File: config.mk
export PLATFORM = sky130hd
export DESIGN_NAME = seg_dma_seq
export DESIGN_NICKNAME = d
export VERILOG_FILES = /design/src/rtl/seg_dma_pkg.sv /design/src/rtl/seg_slot.sv /design/src/rtl/seg_rd_stream.sv /design/src/rtl/seg_wr_stream.sv /design/src/rtl/seg_dma_seq.sv
export SDC_FILE = /design/constraint.sdc
export NUM_CORES = 1
export LEC_CHECK = 0
export ABC_AREA = 1
export ABC_CLOCK_PERIOD_IN_PS = 2100
export BUFFER_PORTS_ARGS = -buffer_cell sky130_fd_sc_hd__buf_2
export CORE_UTILIZATION = 49
export CTS_CLUSTER_DIAMETER = 120
export DETAILED_ROUTE_END_ITERATION = 16
export GPL_TIMING_DRIVEN = 0
export HOLD_SLACK_MARGIN = 0.15
export PLACE_DENSITY = 0.7
export SKIP_LAST_GASP = 1
export SLEW_MARGIN = 40
export SYNTH_ARGS = -nofsm -noshare
export SYNTH_HDL_FRONTEND = slang
export SYNTH_SLANG_ARGS = --single-unit
File: constraint.sdc
create_clock -name clk -period 2.1 [get_ports clk]
set_input_delay 0.105 -clock clk [delete_from_list [all_inputs] [get_ports clk]]
set_output_delay 0.105 -clock clk [all_outputs]
set_load 0.02 [all_outputs]
File: src/rtl/seg_dma_pkg.sv
package seg_dma_pkg;

    localparam logic [7:0] CMD_WR_TERM = 8'h07;
    localparam logic [7:0] CMD_RD_TERM = 8'h08;
    localparam logic [7:0] FILL_BYTE   = 8'h00;

    typedef enum logic [1:0] {
        TERM_NONE = 2'd0,
        TERM_WR   = 2'd1,
        TERM_RD   = 2'd2
    } term_e;

    function automatic term_e decode_term(input logic vld, input logic [7:0] code);
        term_e k;
        k = TERM_NONE;
        if (vld && code == CMD_WR_TERM) k = TERM_WR;
        if (vld && code == CMD_RD_TERM) k = TERM_RD;
        return k;
    endfunction

endpackage

File: src/rtl/seg_slot.sv
module seg_slot #(
    parameter int BASE_W = 12,
    parameter int LEN_W  = 13
) (
    input  logic              clk,
    input  logic              rst,
    input  logic              load,
    input  logic [BASE_W-1:0] ld_base,
    input  logic [LEN_W-1:0]  ld_len,
    input  logic              retire,
    output logic              act_valid,
    output logic [BASE_W-1:0] act_base,
    output logic [LEN_W-1:0]  act_len,
    output logic              ready
);
    typedef struct packed {
        logic [BASE_W-1:0] base;
        logic [LEN_W-1:0]  len;
    } desc_t;

    desc_t act_q, pend_q;
    logic  act_v_q, pend_v_q;
    logic  act_keep;

    assign act_keep = act_v_q && !retire;

    always_ff @(posedge clk) begin
        if (rst) begin
            act_v_q  <= 1'b0;
            pend_v_q <= 1'b0;
            act_q    <= '0;
            pend_q   <= '0;
        end else begin
            if (!act_keep && pend_v_q) begin
                act_v_q  <= 1'b1;
                act_q    <= pend_q;
                pend_v_q <= 1'b0;
            end else begin
                act_v_q <= act_keep;
                if (load && !pend_v_q) begin
                    pend_v_q <= 1'b1;
                    pend_q   <= '{base: ld_base, len: ld_len};
                end
            end
        end
    end

    assign act_valid = act_v_q;
    assign act_base  = act_q.base;
    assign act_len   = act_q.len;
    assign ready     = !pend_v_q;

    a_r9_load_busy: assert property (@(posedge clk) disable iff (rst)
        (load && ready) |=> !ready);
    a_r9_act_kept: assert property (@(posedge clk) disable iff (rst)
        (act_valid && !retire) |=> (act_valid && $stable(act_base) && $stable(act_len)));
endmodule

File: src/rtl/seg_rd_stream.sv
module seg_rd_stream
    import seg_dma_pkg::*;
#(
    parameter int ADDR_W = 12,
    parameter int LEN_W  = 13
) (
    input  logic              clk,
    input  logic              rst,
    input  logic              act_valid,
    input  logic [ADDR_W-1:0] act_base,
    input  logic [LEN_W-1:0]  act_len,
    input  logic              restart,
    input  logic              req,
    output logic [ADDR_W-1:0] mem_addr,
    input  logic [7:0]        mem_data,
    output logic [7:0]        out_data,
    output logic              out_vld,
    output logic              out_fill,
    output logic              done
);
    localparam logic [LEN_W-1:0] PTR_MAX = '1;

    logic [LEN_W-1:0] ptr_q;
    logic             in_range;

    assign in_range = act_valid && (ptr_q < act_len);
    assign mem_addr = act_base + ADDR_W'(ptr_q);

    always_ff @(posedge clk) begin
        if (rst) begin
            ptr_q    <= '0;
            out_data <= FILL_BYTE;
            out_vld  <= 1'b0;
            out_fill <= 1'b0;
            done     <= 1'b0;
        end else begin
            done    <= restart;
            out_vld <= req && !restart;
            if (req) begin
                out_data <= in_range ? mem_data : FILL_BYTE;
                out_fill <= !in_range;
            end
            if (restart)
                ptr_q <= '0;
            else if (req && act_valid && ptr_q != PTR_MAX)
                ptr_q <= ptr_q + 1'b1;
        end
    end

    a_r2_rd_ack: assert property (@(posedge clk) disable iff (rst)
        (req && !restart) |=> out_vld);
    a_r3_fill_zero: assert property (@(posedge clk) disable iff (rst)
        (out_vld && out_fill) |-> (out_data == FILL_BYTE));
    a_r5_restart_ptr: assert property (@(posedge clk) disable iff (rst)
        restart |=> (ptr_q == '0 && done));
    a_r4_no_buf_hold: assert property (@(posedge clk) disable iff (rst)
        (!act_valid && !restart) |=> $stable(ptr_q));
endmodule

File: src/rtl/seg_wr_stream.sv
module seg_wr_stream #(
    parameter int ADDR_W = 12,
    parameter int LEN_W  = 13,
    parameter int CNT_W  = 16
) (
    input  logic              clk,
    input  logic              rst,
    input  logic              act_valid,
    input  logic [ADDR_W-1:0] act_base,
    input  logic [LEN_W-1:0]  act_len,
    input  logic              restart,
    input  logic              in_vld,
    input  logic [7:0]        in_byte,
    output logic              mem_en,
    output logic [ADDR_W-1:0] mem_addr,
    output logic [7:0]        mem_data,
    output logic              done,
    output logic [CNT_W-1:0]  done_cnt,
    output logic              overflow
);
    localparam logic [CNT_W-1:0] CNT_MAX = '1;

    logic [LEN_W-1:0] ptr_q;
    logic [CNT_W-1:0] cnt_q;
    logic             accept;

    assign accept = in_vld && !restart && act_valid && (ptr_q < act_len);

    always_ff @(posedge clk) begin
        if (rst) begin
            ptr_q    <= '0;
            cnt_q    <= '0;
            mem_en   <= 1'b0;
            mem_addr <= '0;
            mem_data <= '0;
            done     <= 1'b0;
            done_cnt <= '0;
            overflow <= 1'b0;
        end else begin
            mem_en <= accept;
            done   <= restart;
            if (accept) begin
                mem_addr <= act_base + ADDR_W'(ptr_q);
                mem_data <= in_byte;
            end
            if (in_vld && !restart && !accept)
                overflow <= 1'b1;
            if (restart) begin
                done_cnt <= cnt_q;
                cnt_q    <= '0;
                ptr_q    <= '0;
            end else begin
                if (accept)
                    ptr_q <= ptr_q + 1'b1;
                if (in_vld && cnt_q != CNT_MAX)
                    cnt_q <= cnt_q + 1'b1;
            end
        end
    end

    a_r7_sticky_overflow: assert property (@(posedge clk) disable iff (rst)
        overflow |=> overflow);
    a_r8_done_clears_count: assert property (@(posedge clk) disable iff (rst)
        done |-> (cnt_q == '0 && ptr_q == '0));
    a_r6_write_has_cause: assert property (@(posedge clk) disable iff (rst)
        mem_en |-> $past(in_vld && act_valid));
    a_r7_no_buf_no_write: assert property (@(posedge clk) disable iff (rst)
        (in_vld && !act_valid) |=> !mem_en);
endmodule

File: src/rtl/seg_dma_seq.sv
module seg_dma_seq
    import seg_dma_pkg::*;
#(
    parameter int ADDR_W = 12,
    parameter int LEN_W  = 13,
    parameter int CNT_W  = 16
) (
    input  logic              clk,
    input  logic              rst,
    input  logic              cmd_valid,
    input  logic [7:0]        cmd_code,
    input  logic              rd_req,
    output logic [7:0]        rd_data,
    output logic              rd_vld,
    output logic              rd_fill,
    input  logic              wr_valid,
    input  logic [7:0]        wr_byte,
    input  logic              host_rd_load,
    input  logic [ADDR_W-1:0] host_rd_base,
    input  logic [LEN_W-1:0]  host_rd_len,
    output logic              host_rd_ready,
    input  logic              host_wr_load,
    input  logic [ADDR_W-1:0] host_wr_base,
    input  logic [LEN_W-1:0]  host_wr_len,
    output logic              host_wr_ready,
    output logic              rd_done,
    output logic              wr_done,
    output logic [CNT_W-1:0]  wr_done_count,
    output logic              wr_overflow,
    output logic [ADDR_W-1:0] rdmem_addr,
    input  logic [7:0]        rdmem_data,
    output logic              wrmem_en,
    output logic [ADDR_W-1:0] wrmem_addr,
    output logic [7:0]        wrmem_data
);
    term_e            term;
    logic             rd_term, wr_term;
    logic             rd_act_v, wr_act_v;
    logic [ADDR_W-1:0] rd_act_base, wr_act_base;
    logic [LEN_W-1:0]  rd_act_len, wr_act_len;

    assign term    = decode_term(cmd_valid, cmd_code);
    assign rd_term = (term == TERM_RD);
    assign wr_term = (term == TERM_WR);

    seg_slot #(.BASE_W(ADDR_W), .LEN_W(LEN_W)) u_rd_slot (
        .clk(clk), .rst(rst),
        .load(host_rd_load), .ld_base(host_rd_base), .ld_len(host_rd_len),
        .retire(rd_term),
        .act_valid(rd_act_v), .act_base(rd_act_base), .act_len(rd_act_len),
        .ready(host_rd_ready)
    );

    seg_slot #(.BASE_W(ADDR_W), .LEN_W(LEN_W)) u_wr_slot (
        .clk(clk), .rst(rst),
        .load(host_wr_load), .ld_base(host_wr_base), .ld_len(host_wr_len),
        .retire(wr_term),
        .act_valid(wr_act_v), .act_base(wr_act_base), .act_len(wr_act_len),
        .ready(host_wr_ready)
    );

    seg_rd_stream #(.ADDR_W(ADDR_W), .LEN_W(LEN_W)) u_rd (
        .clk(clk), .rst(rst),
        .act_valid(rd_act_v), .act_base(rd_act_base), .act_len(rd_act_len),
        .restart(rd_term), .req(rd_req),
        .mem_addr(rdmem_addr), .mem_data(rdmem_data),
        .out_data(rd_data), .out_vld(rd_vld), .out_fill(rd_fill),
        .done(rd_done)
    );

    seg_wr_stream #(.ADDR_W(ADDR_W), .LEN_W(LEN_W), .CNT_W(CNT_W)) u_wr (
        .clk(clk), .rst(rst),
        .act_valid(wr_act_v), .act_base(wr_act_base), .act_len(wr_act_len),
        .restart(wr_term), .in_vld(wr_valid), .in_byte(wr_byte),
        .mem_en(wrmem_en), .mem_addr(wrmem_addr), .mem_data(wrmem_data),
        .done(wr_done), .done_cnt(wr_done_count), .overflow(wr_overflow)
    );

    a_r10_other_cmd_quiet: assert property (@(posedge clk) disable iff (rst)
        (cmd_valid && cmd_code != CMD_WR_TERM && cmd_code != CMD_RD_TERM) |=> (!rd_done && !wr_done));
    a_r11_rd_term_no_wr_done: assert property (@(posedge clk) disable iff (rst)
        (cmd_valid && cmd_code == CMD_RD_TERM) |=> !wr_done);
endmodule

# == Yosys cells after proc, flatten, opt, wreduce, memory -nomap -nowiden ==
# Cells that the tools add are included.
# Widths: inputs -> output; s select.
# totals
reg_bits,196
word_cells,76
input_bits,81
out_inout_bits,64
# op_classes
reduce_logical,31
mux,5
order_cmp,2
bitwise_logic,2
n_eq_ne,6
addsub,5
# op_table
op,n
$add 13x1->13 const B,2
$lt 13x13->1,2
$add 12x12->12,2
$logic_and 1x1->1,17
$add 16x1->16 const B,1
$ne 16x16->1 const B,1
$ne 13x13->1 const B,1
$eq 8x3->1 const B,1
$eq 8x4->1 const B,1
$logic_not 1->1,8
$mux 8,1
$reduce_or 2->1,4
$reduce_and 2->1,2
$mux 1,3
$eq 2x1->1 const B,1
$eq 2x2->1 const B,1
$mux 2,1
$not 1->1,2

# == Depth between registers and ports, before layout ==
# logic_depth
ltp_word,11
depth_mapped,13
ltp_nobuf,12

# == Cells and area by module ==
# Synthesis repeated with hierarchy kept, for this count alone.
# unflattened
hier_cells,1485
hier_area_um2,10331.2
# by_module_without_submodules
mod,seq_area_each_um2,instances,area_per_inst_um2,cells_each
seg_slot,1041.0,2,2075.7,281
seg_wr_stream,1361.3,1,4103.9,611
seg_rd_stream,480.5,1,2021.9,298
seg_dma_seq,0.0,1,53.8,14

# == Worst setup path after synthesis ==
# No wires, ideal clock.
# synth_timing
kind,flip-flop to output port
startpoint,reg u_rd.ptr_q[0]
endpoint,out rdmem_addr[8]
arrival_ps,1635
n_path_buf,0
setup_slack_ps,360
t_required_ps,1995
stages_incl_launch_ff,8
path_cell_list,dfxtp_1 -> ha_1 -> fa_1 -> nand3_1 -> nand2_1 -> nand3_1 -> nand3_1 -> xor2_1
# synth_via
elab_chain_len,1
# synth_lines
item,line_no,text
start: declaration,seg_rd_stream.sv:23,logic [LEN_W-1:0] ptr_q;
start signal: assignment,seg_rd_stream.sv:46,ptr_q <= ptr_q + 1'b1;
$add 12x12->12,seg_rd_stream.sv:27,assign mem_addr = act_base + ADDR_W'(ptr_q);
end: declaration,seg_dma_seq.sv:30,"output logic [ADDR_W-1:0] rdmem_addr,"
# Every way passes these cells.

# == Worst setup path after layout ==
# Ends and elaborated chain as after synthesis.

==> results_dict.tcl <==
set metrics [dict create \
    synth-edff-count 0 \
    synth_area_per_cell_um2 7.083 \
    setup_viol 0 \
    yosys.cell_types.count 34 \
    dp_cells 1759 \
    htree_levels 4 \
    finalSetupTns_ns 0 \
    num-fill-cells 1679 \
    cts_tree "yes" \
    clkSlewWorstSetupHoldPaths_ns 0.07 \
    placed_area_um2 10650 \
    io_buffers 143 \
    drt_wl_total_um 25750 \
    syn_inst 1356 \
    grt_busiest_layer "met2" \
    r2r_start "u_wr.ptr_q[1]" \
    drc 0 \
    rows 50 \
    dp_hpwl_um 18070 \
    area_growth_pct 28.24 \
    grtUsageTotal_pct 25.55 \
    ys_ff_latch 196 \
    grt_pass1_vias 8508 \
    finalPower_mw 8.712 \
    finalHoldViolations 0 \
    crit_fanout 3 \
    ys_async_sr_fraction_pct 0 \
    die_area_um2 20160 \
    layout_commonest_cell "nand2_1" \
    start_util_pct 50.67 \
    outcome "completed" \
    startpoint "u_rd.ptr_q[0]" \
    hp-class "in2reg" \
    period_minus_slack_ns 2.080 \
    firstDrtPassIters 5 \
    cts_num_sinks 196 \
    holdPathStages 5 \
    crit_path_start_kind "flop" \
    critPathArrivalTime_ns 1.97 \
    insertedDiodeCount 0 \
    coreArea_um2 18960 \
    layout-drive-gt1-share_pct 18.72 \
    antenna_found_initial 0 \
    detail_route.wl_per_cell_um 13.75 \
    die_h_um 142 \
    ctsLongestPathBuffers 2 \
    io_pins 145 \
    grt_max_degree 20 \
    grt_pass1_wl_um 40870 \
    fp.dieW_um 142 \
    rsz0062_at_grt "yes" \
    final_cell_area_um2 12320 \
    ys_warn_count 0 \
    power_density_nw_per_um2 707.4 \
    syn_area_um2 9604 \
    fin_cells 1873 \
    peakVddDrop_v 0.0005835 \
    worst_setup_path_end_kind "output port" \
    vias_per_cell 5.046 \
    path_class "reg2out" \
    drtAntennaViolNets 0 \
    cts-buffers-inserted 17 \
    grt_util_met3_pct 4.643 \
    layout_common_cells "279 x nand2_1, 273 x nor2_1, 175 x dfxtp_1" \
    rr_endpoint "u_wr.ptr_q[6]" \
    cp_data_required_time_ns 2.00 \
    final_nets 1732 \
    p_leak_nw 5.456 \
    cap_violations 0 \
    use_met1_pct 34.78 \
    gr-usage-met2_pct 40.58 \
    syn-num-nets 1488 \
    ff2ff_setup_slack_ns 0.09 \
    drt_iter0_drc 526 \
    vias 9451 \
    gp_congestion 0.8978 \
    synth_ff_type "dfxtp_1" \
    globalRouteOverflowTotal 0 \
    worstMarginPinSlew_ns 0.5350 \
    timing.slew.headroom_pct 64.33 \
    ys_seq_area_share_pct 40.85 \
    finalCritPeriodShare_pct 99.05 \
    insertion_delay_ns 0.45 \
    hp-start "cmd_code[1]" \
    max_freq_ghz 0.4808 \
    multi_input_area_um2 5206 \
    finClkSkew_ns 0.008993 \
    maxSlewViolCount 0 \
    min_to "u_rd_slot.act_valid" \
    root_buffer "clkbuf_16" \
    rr_worst_depth 10 \
    seqCellArea_um2 3970 \
]
cell families (layout without fill, tap and decap cells):
logic type,count (synthesis),in the layout,synth area share (%)
AOI/OAI and AO/OA,214,214,11.62
xor gates and xnor gates,40,40,3.648
adders and majority gates,51,51,6.800
buffers and inverters,167,424,7.426
DFF,196,196,40.85
and+or+nand+nor,688,688,29.65
cell usage after synthesis (2+ instances only):
master	instances	area, um2
a211oi_1	2	15.01
buf_2	14	70.07
nand4_1	18	112.6
fa_1	2	40.04
nand2_2	8	50.05
buf_4	8	60.06
xor2_1	31	271.5
nand3_1	66	330.3
ha_1	49	613.1
inv_2	9	33.78
o21ai_1	5	25.02
dfxtp_1	196	3924
a21oi_1	74	370.4
nand2_1	284	1066
nor2_1	278	1044
clkbuf_1	26	97.59
nand3b_1	15	112.6
o21ai_0	121	605.6
nor3_2	3	30.03
a21oi_2	9	78.83
buf_6	3	33.78
nor2_2	2	12.51
nor3_1	10	50.05
xnor2_1	9	78.83
inv_1	105	394.1
routing by layer:
layer | vias up | routed length, um
met3 | 45 | 1474
met4 | 0 | 571
met1 | 4277 | 12180
met5 | - | 0
met2 | 288 | 11520
li1 | 4841 | -
timing repair:
item | 4_1_cts | 5_1_grt
endpoints found under the setup margin | 9 | 42
hold buffers | 72 | 0
endpoints found under the hold margin | 78 | 0
gates resized for setup | 39 | 42
pin swaps | 2 | 7
cloned | 0 | 0
setup buffers | 4 | 6
sequential cells by signal (all words and copies together) (netlist names), 8 cells and up:
name / count
u_wr.mem_addr: 12
u_wr_slot.act_base: 12
u_wr.mem_data: 8
u_rd_slot.pend_q: 25
u_wr_slot.act_len: 13
u_wr.cnt_q: 16
u_wr_slot.pend_q: 25
u_wr.done_cnt: 16
u_rd.ptr_q: 13
u_rd_slot.act_len: 13
u_rd.out_data: 8
u_wr.ptr_q: 13
u_rd_slot.act_base: 12
how the worst max path moves through the flow:
| stage | endpoint | cells after the start | slack [ns] |
|---|---|---|---|
| 6_report | rdmem_addr[8] | 8 | 0.02 |
| 5_1_grt | rdmem_addr[7] | 6 | -0.07 |
| 4_1_cts | rdmem_addr[8] | 8 | 0.001 |
| 3_5_place_dp | u_wr.mem_addr[8] | 8 | 0.04 |
| 3_3_place_gp | u_wr.mem_addr[7] | 8 | 0.06 |
| 2_1_floorplan | rdmem_addr[8] | 7 | 0.36 |
report_power, final:
part           internal [mW]  switching [mW]  leakage [nW]
logic                  0.575           0.858          3.56
registers               3.94           0.144          1.62
clock network           1.61            1.58         0.283
total                   6.13            2.58          5.46
through the flow:
stage / hold slack [ns] / setup WS [ns] / util (%)
3_3_place_gp: 0.3548 / 0.06378 / 56.16
2_1_floorplan: 0.2653 / 0.3595 / -
5_1_grt: 0.2328 / -0.06638 / 64.98
4_1_cts: 0.1716 / 0.001364 / 64.04
6_report: 0.1720 / 0.02001 / 64.98
3_5_place_dp: 0.3600 / 0.04359 / 56.16
worst max-delay path, stage by stage (launching register included):
cell     delay, ns
dfxtp_4       0.36
ha_4          0.17
fa_2          0.36
nand3_2       0.09
nand2_4       0.06
nand3_2       0.07
nand3_2       0.07
xor2_1        0.18
buf_4         0.17
cell type report:
cell class                      count  share of cell area [%]
Timing Repair Buffer              225                   12.37
Clock inverter                     14                   1.097
Sequential cell                   196                   32.23
Inverter                          115                   3.505
Tap cell                          260                   2.641
Multi-Input combinational cell    993                   42.27
Buffer                             52                   2.316
Clock buffer                       18                   3.566
(Power assumes the default switching activity.)
